$ cat config.mk
export PLATFORM = sky130hd
export DESIGN_NAME = io_line_router
export DESIGN_NICKNAME = d
export VERILOG_FILES = /design/src/rtl/io_route_pkg.sv /design/src/rtl/io_cfg_slicer.sv /design/src/rtl/io_line_cell.sv /design/src/rtl/io_line_router.sv
export SDC_FILE = /design/constraint.sdc
export NUM_CORES = 1
export LEC_CHECK = 0
export ABC_AREA = 1
export BUFFER_PORTS_ARGS = -buffer_cell sky130_fd_sc_hd__buf_4
export CAP_MARGIN = 20
export CORE_AREA = 5 5 145 147
export DETAILED_ROUTE_END_ITERATION = 7
export DIE_AREA = 0 0 150 152
export GPL_TIMING_DRIVEN = 0
export PLACE_DENSITY = 0.51
export SLEW_MARGIN = 15
export SYNTH_ARGS = -nofsm -noshare
export SYNTH_HDL_FRONTEND = slang
export SYNTH_HIERARCHICAL = 1
export SYNTH_SLANG_ARGS = --single-unit
$ cat constraint.sdc
create_clock -name vclk -period 1.3
set_clock_uncertainty 0.15 [all_clocks]
set_input_delay 0.065 -clock vclk [all_inputs]
set_output_delay 0.065 -clock vclk [all_outputs]
set_load 0.005 [all_outputs]
$ cat src/rtl/io_route_pkg.sv
package io_route_pkg;

  // Per-line control pair, extracted from the two register banks
  typedef struct packed {
    logic active;   // 1 = line driven, 0 = high-impedance
    logic from_hdr; // 1 = header drives toward SoC, 0 = SoC drives header
  } line_ctl_t;

  function automatic int banks_for(input int lines, input int bank_w);
    return (lines + bank_w - 1) / bank_w;
  endfunction

endpackage

$ cat src/rtl/io_cfg_slicer.sv
module io_cfg_slicer
  import io_route_pkg::*;
#(
  parameter int NUM_LINES = 48,
  parameter int BANK_W    = 16,
  localparam int NUM_BANKS = banks_for(NUM_LINES, BANK_W),
  localparam int CFG_W     = NUM_BANKS * BANK_W
) (
  input  logic [CFG_W-1:0]  en_banks,
  input  logic [CFG_W-1:0]  dir_banks,
  output line_ctl_t         ctl [NUM_LINES]
);

  // Line n sits in bank n/BANK_W at bit n%BANK_W
  for (genvar n = 0; n < NUM_LINES; n++) begin : g_line
    localparam int BANK = n / BANK_W;
    localparam int BIT  = n % BANK_W;
    assign ctl[n].active   = en_banks[BANK*BANK_W + BIT];
    assign ctl[n].from_hdr = dir_banks[BANK*BANK_W + BIT];
  end

  // Positions past the last line are not wired to anything
  if (CFG_W > NUM_LINES) begin : g_spare
    logic unused_spare_bits;
    assign unused_spare_bits = ^{en_banks[CFG_W-1:NUM_LINES],
                                 dir_banks[CFG_W-1:NUM_LINES]};
  end

endmodule

$ cat src/rtl/io_line_cell.sv
module io_line_cell
  import io_route_pkg::*;
(
  input  logic      gate,
  input  line_ctl_t ctl,
  input  logic      soc_d,
  input  logic      hdr_d,
  output logic      hdr_q,
  output logic      hdr_q_oe,
  output logic      soc_q,
  output logic      soc_q_oe
);

  logic live;

  always_comb begin
    live     = gate & ctl.active;
    hdr_q_oe = live & ~ctl.from_hdr;
    soc_q_oe = live &  ctl.from_hdr;
    hdr_q    = hdr_q_oe ? soc_d : 1'b0;
    soc_q    = soc_q_oe ? hdr_d : 1'b0;
  end

endmodule

$ cat src/rtl/io_line_router.sv
module io_line_router
  import io_route_pkg::*;
#(
  parameter int NUM_LINES = 48,
  parameter int BANK_W    = 16,
  localparam int NUM_BANKS = banks_for(NUM_LINES, BANK_W),
  localparam int CFG_W     = NUM_BANKS * BANK_W
) (
  input  logic                 route_gate,
  input  logic [CFG_W-1:0]     cfg_line_en,
  input  logic [CFG_W-1:0]     cfg_line_dir,
  input  logic [NUM_LINES-1:0] soc_tx,
  output logic [NUM_LINES-1:0] soc_rx,
  output logic [NUM_LINES-1:0] soc_rx_oe,
  input  logic [NUM_LINES-1:0] hdr_rx,
  output logic [NUM_LINES-1:0] hdr_tx,
  output logic [NUM_LINES-1:0] hdr_tx_oe
);

  line_ctl_t ctl [NUM_LINES];

  io_cfg_slicer #(
    .NUM_LINES (NUM_LINES),
    .BANK_W    (BANK_W)
  ) u_slicer (
    .en_banks  (cfg_line_en),
    .dir_banks (cfg_line_dir),
    .ctl       (ctl)
  );

  for (genvar n = 0; n < NUM_LINES; n++) begin : g_cell
    io_line_cell u_cell (
      .gate     (route_gate),
      .ctl      (ctl[n]),
      .soc_d    (soc_tx[n]),
      .hdr_d    (hdr_rx[n]),
      .hdr_q    (hdr_tx[n]),
      .hdr_q_oe (hdr_tx_oe[n]),
      .soc_q    (soc_rx[n]),
      .soc_q_oe (soc_rx_oe[n])
    );
  end

endmodule

# Yosys cells after proc, flatten, opt, wreduce, memory -nomap -nowiden

Cells that the tools add are included.
W data, S select, Z words.

Mux-type cells: 96
Bitwise operators: 192

Operators with widths:

| kind          | count |
|---|---|
| $and A1 B1 Y1 | 144 |
| $mux W1       | 96 |
| $not A1 Y1    | 48 |

Bits in registers: 0
Input port bits: 193
Output and inout port bits: 192
Logic and storage cells: 288

# Logic depth before layout (Yosys ltp)

Word-level depth: 3
Depth in mapped cells: 4
Depth with buffers taken out: 3

# Hierarchy

Netlist, hierarchy kept.

Modules (own cells, without submodules):

| module        | instances | cells each | area an instance (um^2) | seq. area each (um^2) |
|---|---|---|---|---|
| io_line_cell  | 48        | 9          | 36.3                    | 0.0 |
| io_cfg_slicer | 1         | 96         | 720.7                   | 0.0 |

# Least setup slack after synthesis

Ideal clock, no wire load.

Path type: in2out
From: input cfg_line_dir[0]
To: output hdr_tx[0]
Arrival: 0.394 ns
Data required time: 1.085 ns
Setup slack: 0.691 ns
Stages on the path: 4
Path through: buf_4 inv_1 nand3_1 nor2_1

Longest elaborated chain between the ends: 3

RTL lines:

| what               | line                 | text |
|---|---|---|
| start: declaration | io_line_router.sv:11 | `input logic [CFG_W-1:0] cfg_line_dir,` |
| $not A1 Y1         | io_line_cell.sv:18   | `hdr_q_oe = live & ~ctl.from_hdr;` |
| $and A1 B1 Y1      | io_line_cell.sv:18   |  |
| $mux W1            | io_line_cell.sv:20   | `hdr_q = hdr_q_oe ? soc_d : 1'b0;` |
| end: declaration   | io_line_router.sv:16 | `output logic [NUM_LINES-1:0] hdr_tx,` |

No other way between the ends.

# Worst setup path after layout

From: input route_gate
To: output hdr_tx[25]

Longest elaborated chain between the ends: 3

RTL lines:

| what               | line                | text |
|---|---|---|
| start: declaration | io_line_router.sv:9 | `input logic route_gate,` |
| $and A1 B1 Y1      | io_line_cell.sv:17  | `live = gate & ctl.active;` |
| $and A1 B1 Y1      | io_line_cell.sv:18  |  |
| $mux W1            | io_line_cell.sv:20  |  |

No other way between the ends.

==> reports/results.txt <==
Initial DRT Pass Iterations: 5
Post-route minimum period: 1.26 ns
Post-DP Area: 0.00497 mm^2
Grt ovf: 0
Worst vdd ir: 0.103 mV
Tot GR Track Use: 9.61%
Synth top area share: 36.6%
# diodes: 0
Internal Power: 692 uW
Drt initial violations: 125
Seq_cells: 0
Pin count of the biggest net entering global routing: 97
Final worst slack: 0.0416 ns
Hold EP: hdr_tx[22]
Crit end category: output port
Fin cells: 1087
Min-Delay Startpoint: soc_tx[22]
Cell variety after synth: 4
WS Path Type: in2out
Routed vias: 3586
Worst Path Max Fanout: 96
Outcome: complete, no violations
Antenna violation net count after detailed routing: 0
Rows: 52
Layout area overhead: 103%
Storage cell area: 0 um^2
Initial antenna violation count: 0
Filler cells: 2294
Worst slack, placed: -0.539 ns
Die Wd: 150 um
First-pass GRT wire length: 18100 um
Post-route cell area: 0.00499 mm^2
Nets: 1012
Count leader, synth: inv_1
Worst setup SP type: primary input
Setup_tns: 0 ns
Final Hold Fails: 0
Hold depth: 4
Final HPWL DP: 11400 um
Buffers on Ports: 289
Post-synth top cells: inv_1, buf_4, nand3_1, nor2_1
Core area: 0.0198 mm^2
YS warnings: 6
Drt total wl: 12500 um
# hold bufs at CTS: 0
Top-Level Pins: 385
Clock Power Share: 0%
RSZ-0062 raised after global routing: no
Synthesized area: 0.00246 mm^2
Tcrit/Tclk final: 96.8%
Leakage: 3.92 nW
CTS resizes: 4
Die Y: 152 um
Syn nets: 721
Pins Over Slew Limit: 0
Layout cells sized above 1: 47.1%
Placer Congestion: 0.851
Vias in the first global route: 3546
Setup violations, final: 0
Initial Utilization: 12.4%
Mapped Cells: 528
Post-CTS setup buffers: 0
Dpl cells: 1087
Max-cap violations: 0
Area contributors post-synth: inv_1, buf_4, nand3_1
DR WL/cell: 11.5 um
Crit path arrival time: 1.04 ns
Post-DR vias/cell: 3.30
Worst-Margin Slew: 0.389 ns
Cell taking the most area after synthesis: inv_1
Combinational share of power: 100.0%
Die area: 0.0228 mm^2
Clock buf count: 0
Syn_area_per_cell: 4.66 um^2
Slew HR: 74.1%
DRC: 0
Power Dens Cells: 229 mW/mm^2
Switching part of the total: 39.4%
Register area share after synthesis: 0%
Sequential power share: 0%
Maximum achievable frequency: 0.795 GHz
Hold Crit Class: in2out
WP data required: 1.09 ns
Sw power: 450 uW
## power groups by stage
stage / clock network (mW) / logic, mW / registers [mW]
after floorplan: 0 / 0.505 / 0
after global placement: 0 / 1.14 / 0
after detailed placement: 0 / 1.15 / 0
after CTS: 0 / 1.16 / 0
after global routing: 0 / 1.26 / 0
final: 0 / 1.14 / 0
## critical path, stage by stage
cell and delay (ns):
buf_16 0.30, nand3_1 0.22, nor2_1 0.25, buf_4 0.16
## placed cells by master, fill, tap and decap left out
master and instances:
nor2_1 96, buf_4 384, nand3_1 96, inv_1 240
buf_16 1
## how the worst max path moves through the flow
stage / endpoint / cells after the start / from / slack, ns
after floorplan: hdr_tx[0] / 4 / cfg_line_dir[0] / 0.69
after global placement: hdr_tx[25] / 4 / route_gate / -0.54
after detailed placement: hdr_tx[25] / 4 / route_gate / -0.54
after CTS: hdr_tx[25] / 4 / route_gate / 0.02
after global routing: hdr_tx[25] / 4 / route_gate / 0.008
final: hdr_tx[25] / 4 / route_gate / 0.04
## logic make-up (layout without fill, tap and decap cells)
| family | after synthesis | after routing | synth area share (%) |
|---|---|---|---|
| buffers and inverters | 336 | 625 | 65.9 |
| AND/OR/NAND/NOR | 192 | 192 | 34.1 |
## routing by layer
| metal | wire, um | vias to the layer above | GRT usage, % |
|---|---|---|---|
| met5 | 0 | - | 0 |
| met4 | 0 | 0 | 0 |
| met3 | 1420 | 0 | 2.26 |
| met2 | 6570 | 205 | 19.5 |
| met1 | 4470 | 1454 | 10.5 |
| li1 | - | 1927 | - |
## final cells by class
class	count	area [um^2]	area share, %
Buffer	96	721	14.4
Inverter	240	901	18.1
Multi-Input combinational cell	192	841	16.9
Tap cell	270	338	6.77
Timing Repair Buffer	289	2190	43.9
## per-stage QoR
stage                     utilization (%)  hold slack (ns)  total power [mW]
after floorplan                         -           0.0507             0.505
after global placement               25.1            0.276              1.14
after detailed placement             25.1            0.277              1.15
after CTS                            25.2            0.281              1.16
after global routing                 25.2            0.290              1.26
final                                25.2            0.278              1.14
Power figures use the tool's default switching activity.
